[src/rtl/tbg_pkg.sv]
package tbg_pkg;
  localparam int DIV_W   = 16;
  localparam int SH_W    = 5;
  localparam int GRAN_W  = 3;
  localparam int NUM_GEN = 3;
  localparam int PG_W    = 8;

  localparam logic [1:0] ADDR_DIV   = 2'd0;
  localparam logic [1:0] ADDR_STAMP = 2'd1;
  localparam logic [1:0] ADDR_GRAN  = 2'd2;

  typedef struct packed {
    logic                             div_en;
    logic [DIV_W-1:0]                 div_val;
    logic                             log_sel;
    logic [SH_W-1:0]                  log_sh;
    logic [SH_W-1:0]                  tag_sh;
    logic [SH_W-1:0]                  xlat_sh;
    logic [NUM_GEN-1:0][GRAN_W-1:0]   gran;
  } cfg_t;

  function automatic logic [PG_W-1:0] gran_period(input logic [GRAN_W-1:0] code);
    case (code)
      3'd0:    return 8'd1;
      3'd1:    return 8'd2;
      3'd2:    return 8'd5;
      3'd3:    return 8'd10;
      3'd4:    return 8'd20;
      3'd5:    return 8'd50;
      3'd6:    return 8'd100;
      default: return 8'd200;
    endcase
  endfunction
endpackage

[src/rtl/tbg_regs.sv]
module tbg_regs
  import tbg_pkg::*;
(
  input  logic        clk_i,
  input  logic        rst_ni,
  input  logic        wr_en_i,
  input  logic [1:0]  wr_addr_i,
  input  logic [31:0] wr_data_i,
  output cfg_t        cfg_o
);
  cfg_t cfg_q;

  always_ff @(posedge clk_i or negedge rst_ni) begin
    if (!rst_ni) begin
      cfg_q.div_en  <= 1'b1;
      cfg_q.div_val <= DIV_W'(191);
      cfg_q.log_sel <= 1'b1;
      cfg_q.log_sh  <= SH_W'(14);
      cfg_q.tag_sh  <= SH_W'(14);
      cfg_q.xlat_sh <= SH_W'(24);
      cfg_q.gran[0] <= 3'd3;
      cfg_q.gran[1] <= 3'd6;
      cfg_q.gran[2] <= 3'd6;
    end else if (wr_en_i) begin
      case (wr_addr_i)
        ADDR_DIV: begin
          cfg_q.div_val <= wr_data_i[DIV_W-1:0];
          cfg_q.div_en  <= wr_data_i[31];
        end
        ADDR_STAMP: begin
          cfg_q.log_sh  <= wr_data_i[4:0];
          cfg_q.tag_sh  <= wr_data_i[12:8];
          cfg_q.xlat_sh <= wr_data_i[20:16];
          cfg_q.log_sel <= wr_data_i[24];
        end
        ADDR_GRAN: begin
          cfg_q.gran[0] <= wr_data_i[2:0];
          cfg_q.gran[1] <= wr_data_i[6:4];
          cfg_q.gran[2] <= wr_data_i[10:8];
        end
        default: ;
      endcase
    end
  end

  assign cfg_o = cfg_q;

  a_r4_div_write: assert property (@(posedge clk_i) disable iff (!rst_ni)
    (wr_en_i && wr_addr_i == ADDR_DIV) |=>
      (cfg_q.div_val == $past(wr_data_i[DIV_W-1:0]) && cfg_q.div_en == $past(wr_data_i[31])));

  a_r4_unused_addr: assert property (@(posedge clk_i) disable iff (!rst_ni)
    (wr_en_i && wr_addr_i == 2'd3) |=> $stable(cfg_q));
endmodule

[src/rtl/tbg_divider.sv]
module tbg_divider
  import tbg_pkg::*;
(
  input  logic             clk_i,
  input  logic             rst_ni,
  input  logic             en_i,
  input  logic [DIV_W-1:0] div_val_i,
  output logic             tmr_tick_o
);
  logic [DIV_W-1:0] cnt_q;
  logic             tick_q;

  always_ff @(posedge clk_i or negedge rst_ni) begin
    if (!rst_ni) begin
      cnt_q  <= '0;
      tick_q <= 1'b0;
    end else if (!en_i) begin
      cnt_q  <= '0;
      tick_q <= 1'b0;
    end else if (cnt_q >= div_val_i) begin
      cnt_q  <= '0;
      tick_q <= 1'b1;
    end else begin
      cnt_q  <= cnt_q + 1'b1;
      tick_q <= 1'b0;
    end
  end

  assign tmr_tick_o = tick_q;

  a_r6_div_idle: assert property (@(posedge clk_i) disable iff (!rst_ni)
    !en_i |=> (!tmr_tick_o && cnt_q == '0));

  // a tick always lands on a counter restart
  a_r5_tick_restart: assert property (@(posedge clk_i) disable iff (!rst_ni)
    tmr_tick_o |-> cnt_q == '0);
endmodule

[src/rtl/tbg_pulse_gen.sv]
module tbg_pulse_gen
  import tbg_pkg::*;
(
  input  logic              clk_i,
  input  logic              rst_ni,
  input  logic              en_i,
  input  logic              tmr_tick_i,
  input  logic [GRAN_W-1:0] gran_i,
  output logic              tick_o
);
  logic [PG_W-1:0] cnt_q;
  logic [PG_W-1:0] last;
  logic            tick_q;

  assign last = gran_period(gran_i) - 1'b1;

  always_ff @(posedge clk_i or negedge rst_ni) begin
    if (!rst_ni) begin
      cnt_q  <= '0;
      tick_q <= 1'b0;
    end else if (!en_i) begin
      cnt_q  <= '0;
      tick_q <= 1'b0;
    end else if (tmr_tick_i) begin
      if (cnt_q >= last) begin
        cnt_q  <= '0;
        tick_q <= 1'b1;
      end else begin
        cnt_q  <= cnt_q + 1'b1;
        tick_q <= 1'b0;
      end
    end else begin
      tick_q <= 1'b0;
    end
  end

  assign tick_o = tick_q;

  a_r8_tick_after_timer: assert property (@(posedge clk_i) disable iff (!rst_ni)
    tick_o |-> $past(tmr_tick_i));

  a_r6_gen_idle: assert property (@(posedge clk_i) disable iff (!rst_ni)
    !en_i |=> !tick_o);
endmodule

[src/rtl/timebase_tick_gen.sv]
module timebase_tick_gen
  import tbg_pkg::*;
#(
  parameter int TB_W       = 56,
  parameter int STAMP_W    = 32,
  parameter int REF_PER_MS = 19200
) (
  input  logic               clk_i,
  input  logic               rst_ni,
  input  logic               wr_en_i,
  input  logic [1:0]         wr_addr_i,
  input  logic [31:0]        wr_data_i,
  output logic [STAMP_W-1:0] log_stamp_o,
  output logic [STAMP_W-1:0] tag_stamp_o,
  output logic [STAMP_W-1:0] xlat_stamp_o,
  output logic [NUM_GEN-1:0] tick_o
);
  localparam int MS_W = $clog2(REF_PER_MS + 1);

  cfg_t               cfg;
  logic [TB_W-1:0]    tb_q;
  logic [MS_W-1:0]    sub_q;
  logic [STAMP_W-1:0] ms_q;
  logic               tmr_tick;
  logic [TB_W-1:0]    log_sh_tb, tag_sh_tb, xlat_sh_tb;

  tbg_regs u_regs (
    .clk_i     (clk_i),
    .rst_ni    (rst_ni),
    .wr_en_i   (wr_en_i),
    .wr_addr_i (wr_addr_i),
    .wr_data_i (wr_data_i),
    .cfg_o     (cfg)
  );

  always_ff @(posedge clk_i or negedge rst_ni) begin
    if (!rst_ni) tb_q <= '0;
    else         tb_q <= tb_q + 1'b1;
  end

  always_ff @(posedge clk_i or negedge rst_ni) begin
    if (!rst_ni) begin
      sub_q <= '0;
      ms_q  <= '0;
    end else if (sub_q == MS_W'(REF_PER_MS - 1)) begin
      sub_q <= '0;
      ms_q  <= ms_q + 1'b1;
    end else begin
      sub_q <= sub_q + 1'b1;
    end
  end

  assign log_sh_tb  = tb_q >> cfg.log_sh;
  assign tag_sh_tb  = tb_q >> cfg.tag_sh;
  assign xlat_sh_tb = tb_q >> cfg.xlat_sh;

  assign log_stamp_o  = cfg.log_sel ? log_sh_tb[STAMP_W-1:0] : ms_q;
  assign tag_stamp_o  = tag_sh_tb[STAMP_W-1:0];
  assign xlat_stamp_o = xlat_sh_tb[STAMP_W-1:0];

  tbg_divider u_div (
    .clk_i      (clk_i),
    .rst_ni     (rst_ni),
    .en_i       (cfg.div_en),
    .div_val_i  (cfg.div_val),
    .tmr_tick_o (tmr_tick)
  );

  for (genvar g = 0; g < NUM_GEN; g++) begin : g_gen
    tbg_pulse_gen u_pg (
      .clk_i      (clk_i),
      .rst_ni     (rst_ni),
      .en_i       (cfg.div_en),
      .tmr_tick_i (tmr_tick),
      .gran_i     (cfg.gran[g]),
      .tick_o     (tick_o[g])
    );
  end

  a_r1_tb_step: assert property (@(posedge clk_i) disable iff (!rst_ni)
    1'b1 |=> tb_q == $past(tb_q) + 1'b1);

  a_r3_ms_step: assert property (@(posedge clk_i) disable iff (!rst_ni)
    !$stable(ms_q) |-> ms_q == $past(ms_q) + 1'b1);
endmodule

[config.mk]
export PLATFORM = sky130hd
export DESIGN_NAME = timebase_tick_gen
export DESIGN_NICKNAME = d
export VERILOG_FILES = /design/src/rtl/tbg_pkg.sv /design/src/rtl/tbg_regs.sv /design/src/rtl/tbg_divider.sv /design/src/rtl/tbg_pulse_gen.sv /design/src/rtl/timebase_tick_gen.sv
export SDC_FILE = /design/constraint.sdc
export NUM_CORES = 1
export LEC_CHECK = 0
export ABC_AREA = 1
export BUFFER_PORTS_ARGS = -buffer_cell sky130_fd_sc_hd__buf_2
export CAP_MARGIN = 25
export CORE_ASPECT_RATIO = 0.9
export CORE_MARGIN = 2
export CORE_UTILIZATION = 55
export CTS_CLUSTER_DIAMETER = 200
export DETAILED_ROUTE_END_ITERATION = 8
export PLACE_DENSITY = 0.75
export SLEW_MARGIN = 0
export SYNTH_ARGS = -nofsm -noshare
export SYNTH_HDL_FRONTEND = slang
export SYNTH_SLANG_ARGS = --single-unit
[constraint.sdc]
create_clock -name clk_i -period 3.9 [get_ports clk_i]
set_input_delay 0.39 -clock clk_i [delete_from_list [all_inputs] [get_ports clk_i]]
set_output_delay 0.39 -clock clk_i [all_outputs]
set_load 0.05 [all_outputs]
## Yosys cells after proc, flatten, opt, wreduce, memory -nomap -nowiden

Cells that the tools add are included.

| storage, ports and cells | value |
|---|---|
| output and inout port bits | 99 |
| input port bits | 37 |
| register bits after elaboration | 189 |
| word-level logic and storage cells | 93 |

| cells by class | value |
|---|---|
| reduce and logical (&&, ||, !) cells | 7 |
| shift-type cells | 3 |
| equality and inequality tests | 22 |
| muxes and demuxes | 27 |
| magnitude comparators | 4 |
| add/subtract/negate cells | 10 |

Operator list:

| kind | number |
|---|---|
| case mux 8 bit (7 select lines) | 3 |
| >> shifter 56 x 5 -> 32 bit | 3 |
| 2-to-1 mux 8 bit | 9 |
| adder 56 x 1 -> 56 bit (second input constant) | 1 |
| adder 32 x 1 -> 32 bit (second input constant) | 1 |
| 2-to-1 mux 16 bit | 2 |
| 2-to-1 mux 32 bit | 1 |
| == test 3 bit (second input constant) | 9 |
| adder 8 x 1 -> 8 bit (second input constant) | 3 |
| greater-or-equal comparator 8 bit | 3 |
| subtractor 8 x 1 -> 8 bit (second input constant) | 3 |
| == test 3 x 2 -> 1 bit (second input constant) | 6 |
| adder 16 x 1 -> 16 bit (second input constant) | 1 |
| greater-or-equal comparator 16 bit | 1 |
| adder 15 x 1 -> 15 bit (second input constant) | 1 |
| == test 15 bit (second input constant) | 1 |
| 2-to-1 mux 15 bit | 1 |
| 2-to-1 mux 1 bit | 11 |
| == test 3 x 1 -> 1 bit (second input constant) | 3 |
| zero test 3 bit | 3 |
| AND reduction 2 bit | 3 |
| == test 2 x 1 -> 1 bit (second input constant) | 1 |
| == test 2 bit (second input constant) | 1 |
| zero test 2 bit | 1 |
| inequality test 2 x 1 -> 1 bit (second input constant) | 1 |

## Logic depth before layout (Yosys ltp)

| logic depth | value |
|---|---|
| word-level depth | 7 |
| mapped depth | 14 |
| depth with buffers taken out | 14 |

## Modules after synthesis

A second synthesis with hierarchy kept.

| second synthesis, totals | value |
|---|---|
| cells, all modules | 3334 |
| area, all modules | 19707.7 um2 |

By module, submodules not included:

| module | times used | area an instance (um2) | seq. area each (um2) | cells each |
|---|---|---|---|---|
| timebase_tick_gen | 1 | 14461.4 | 2577.5 | 2683 |
| tbg_pulse_gen | 3 | 734.5 | 225.2 | 101 |
| tbg_regs | 1 | 1766.7 | 1079.8 | 186 |
| tbg_divider | 1 | 1276.2 | 425.4 | 162 |

## Worst setup path after synthesis

OpenSTA, ideal clock, no wires.

| path | value |
|---|---|
| path type | register to output |
| from | register u_regs.cfg_q (netlist bit u_regs.cfg_o[15]) |
| to | output port tag_stamp_o[19] |
| arrival time | 2.389 ns |
| path buffers | 2 |
| stages on the path, launching flop included | 9 |
| setup slack | 1.121 ns |
| required time | 3.510 ns |
| cell sequence | dfstp_2 buf_2 clkinv_1 clkbuf_1 nand2_1 nand3_1 nand3_1 nand2_1 o21ai_0 |

| between the ends | value |
|---|---|
| cells in the longest elaborated chain, start to end | 1 |

RTL lines:

| what | RTL line | text |
|---|---|---|
| start, declared | tbg_regs.sv:11 | `cfg_t cfg_q;` |
| >> shifter 56 x 5 -> 32 bit | timebase_tick_gen.sv:54 | `assign tag_sh_tb = tb_q >> cfg.tag_sh;` |
| end, declared | timebase_tick_gen.sv:14 | `output logic [STAMP_W-1:0] tag_stamp_o,` |

Every way passes these cells.

## Worst setup path after layout

| path | value |
|---|---|
| from | register u_regs.cfg_q (netlist bit u_regs.cfg_o[22]) |
| to | output port log_stamp_o[31] |

| between the ends | value |
|---|---|
| cells in the longest elaborated chain, start to end | 2 |

RTL lines:

| what | RTL line | text |
|---|---|---|
| >> shifter 56 x 5 -> 32 bit | timebase_tick_gen.sv:53 | `assign log_sh_tb = tb_q >> cfg.log_sh;` |
| 2-to-1 mux 32 bit | timebase_tick_gen.sv:57 | `assign log_stamp_o = cfg.log_sel ? log_sh_tb[STAMP_W-1:0] : ms_q;` |
| end, declared | timebase_tick_gen.sv:13 | `output logic [STAMP_W-1:0] log_stamp_o,` |

Every way passes these cells.

==> impl_results.md <==
* Complex-gate fraction of the synthesized area at 0.0687
* Final TNS setup at 0 ns
* Sw frac at 0.533
* IO Port Bufs at 126
* Critical Path AT at 3.09 ns
* Hold Crit Class: input port to register
* Synth-to-Final Area Change at 6.28%
* Flip-flop and latch count after synthesis at 189
* Simple-gate share of the synthesized area at 0.521
* Reg2reg setup slack at 1.49 ns
* Netlist cell types at 39
* Clk Tree Root Cell: clkbuf_16
* Gates resized, CTS repair at 0
* Initial antenna violation count at 0
* Least-Margin Pin Slew at 0.962 ns
* Clk pwr share at 0.189
* Initial drt markers at 2995
* Synthesized area at 19100 um^2
* Die X at 201 um
* Pre-CTS setup slack at 0.961 ns
* Most common cell after layout, fill and taps aside: nand2_1
* Tmin final at 3.48 ns
* Number of CTS-inserted buffers at 17
* First-pass GRT wire length at 110000 um
* Run status: completed
* ANT nets after route at 0
* Total routed wirelength at 69300 um
* Vias/cell at 6.10
* Bufs and invs on worst path at 4
* Core area at 34100 um^2
* VDD IR-drop max at 0.484 mV
* Post-Syn Nets at 3353
* Max-Cap Viols at 0
* Lkg Pwr at 10.2 nW
* Pre-antenna DRT Iters at 9
* Sequential Power Share at 0.246
* Die height at 181 um
* Critical Path Start: u_regs.cfg_o[22]$_DFFE_PN1P_
* Sequential element share of the synthesized area at 0.249
* Final slew viol count at 0
* Multiplexer share of the synthesized area at 0
* Cell seen most often among critical-path stages: nor2_1
* Number of synthesized flops with an enable pin at 0
* Routed via count at 22700
* Synthesized instance count at 3266
* Rel. slew slack at 0.358
* Crit-path cells: inv_1 -> buf_4 -> nor2_1 -> inv_1 -> nor2_1 -> nor2_1 -> a21oi_1 -> nand2_1 -> nand2_1 -> buf_2
* Largest net degree at the start of global routing at 78
* Crit path kind: register to primary output
* PD cells at 447 nW/um^2
* Hold Path Origin: wr_data_i[7]
* Count of final hold-check violations at 0
* CTS tree: built
* Synth async-reset ratio at 1.00
* WHS at 0.163 ns
* Clock sinks at 189
* Setup Skew at 0.0161 ns
* Number of global-route vias before repair at 20400
* Drt wl/cell at 18.6 um
* Worst R2R Start: u_regs.cfg_o[41]$_DFFE_PN1P_
* Die ar. at 36300 um^2
* Switching power at 4.85 mW
* Row Count at 64
* Fmax at 287 MHz
* Most frequent cells in the layout: 1071 x nand2_1, 872 x nand3_1, 208 x nor2_1
* Post-Synth Adder-Cell Area at 0.0327
* Largest family of logic cells by synthesized area: simple AND/OR/NAND/NOR gates
* Xor/xnor share of the synthesized area at 0.0449
* Synth warn at 0
* DRC Markers at 0
* Syn Area/Cell at 5.86 um^2
* Critical-path top delay cell: dfstp_2
* CP max FO at 28
* IO Pins at 136
* Critical Path End Type: primary output
* Worst path top cell family by delay: flip-flops
* Top FF cell, synth: dfrtp_1
* Crit path largest cell delay at 0.89 ns
* CTS H-Tree Depth at 4
* Grt ovf at 0
* CP Launch Type: register
* CTS clk-pin slew, worst paths at 0.08 ns
* Setup Viol. Count Final at 0
* Nets@finish at 3328
* Starting Density at 0.561
* Required time of the critical path at 3.51 ns
* Final period util at 0.893
* Worst-skew pair later-pin latency at 0.46 ns
* GRT Total Usage at 0.376
* RePlAce Congestion at 1.04
* Detailed placement HPWL at 50500 um
* Inserted Diodes at 0
* Share of cells above drive strength 1 at 0.0833
* Final WS setup at 0.419 ns
* P_int at 4.24 mW
* Clock Tree Buf Depth at 2
* RSZ-0062 raised after global routing: false
* Combinational share of power at 0.565
## synthesized netlist by cell type, drive strengths merged (4+ instances only)
| cell type | n | share of area |
|---|---|---|
| xnor2 | 20 | 0.0092 |
| nand2 | 1075 | 0.21 |
| inv | 186 | 0.036 |
| dfstp | 23 | 0.032 |
| a21boi | 5 | 0.0020 |
| dfrtp | 166 | 0.22 |
| nor4 | 4 | 0.0016 |
| clkinv | 7 | 0.0014 |
| o21ai | 192 | 0.050 |
| nand4 | 24 | 0.0078 |
| nand3b | 6 | 0.0024 |
| nand3 | 874 | 0.23 |
| buf | 119 | 0.029 |
| nor3 | 52 | 0.016 |
| nor2 | 211 | 0.042 |
| xor2 | 78 | 0.036 |
| or2 | 29 | 0.0095 |
| ha | 50 | 0.033 |
| clkbuf | 87 | 0.017 |
| a21oi | 42 | 0.011 |
| o211ai | 7 | 0.0027 |
## stage by stage
step	power [mW]	cell area (um^2)	util	instances
after detailed placement	7.30	19700	0.579	3682
after CTS	9.02	20300	0.595	3715
after floorplan	6.13	19100	-	3266
after global placement	7.23	19700	0.579	3682
after global routing	9.66	20300	0.596	3716
final	9.09	20300	0.596	3716
## power by group through the flow
stage / sequential (mW) / clock [mW] / combinational (mW)
finish: 2.23 / 1.72 / 5.14
global route: 2.26 / 1.82 / 5.59
CTS: 2.23 / 1.74 / 5.05
detailed placement: 2.27 / 0 / 5.03
global placement: 2.26 / 0 / 4.96
floorplan: 2.16 / 0 / 3.97
## layer usage
metal  wire, um  share of wire  track usage  up-vias
met3       7640           0.11       0.0662      177
li1           -              -            -    10800
met4       2580          0.037        0.141        0
met5          0              0            0        -
met2      30600           0.44        0.594     1320
met1      28500           0.41        0.515    10400
## cell families after synthesis
group | after synthesis
AND/OR/NAND/NOR | 2277
adder cells (fa/ha/maj) | 50
buffers and inverters | 399
AO/OA/AOI/OAI | 253
flip-flops | 189
XOR/XNOR | 98
## worst paths after layout
path | endpoint | cells after the start
max reg2reg | g_gen[2].u_pg.cnt_q[2]$_DFFE_PN0P_ | 7
min | u_regs.cfg_o[32]$_DFFE_PN1P_ | 3
min in group asynchronous | u_div.cnt_q[14]$_DFF_PN0_ | 2
max | log_stamp_o[31] | 10
max in group asynchronous | g_gen[1].u_pg.cnt_q[4]$_DFFE_PN0P_ | 3
min reg2reg | sub_q[0]$_DFF_PN0_ | 1
## sequential cells by signal, indices dropped and copies added, names as in the netlist
signal and cells:
u_div.cnt_q 16, ms_q 32, tb_q 56, u_div.tmr_tick_o 1, sub_q 15, g_gen.u_pg.cnt_q 24
g_gen.u_pg.tick_o 3, u_regs.cfg_o 42
## worst register-to-register path: stages, from the launching register on
cell,delay [ns]
dfstp_2,0.87
inv_1,0.30
nor2_1,0.15
buf_4,0.28
inv_1,0.30
nand2_1,0.15
xor2_1,0.16
a21oi_1,0.06
## layout make-up
cell class,count,area [um^2]
flip-flops and latches,189,4760
inverters,193,724
multi-input cells,2678,12800
clock inverters,14,124
fillers,3446,13800
clock buffers,18,439
well taps,462,578
repair buffers,162,945
## what timing repair did
action / CTS / global route
setup buffers: 0 / 0
hold buffers: 1 / 0
setup endpoints to repair: 0 / 0
hold endpoints to repair: 10 / 0
No activity file was read; power rests on OpenSTA's default activity.
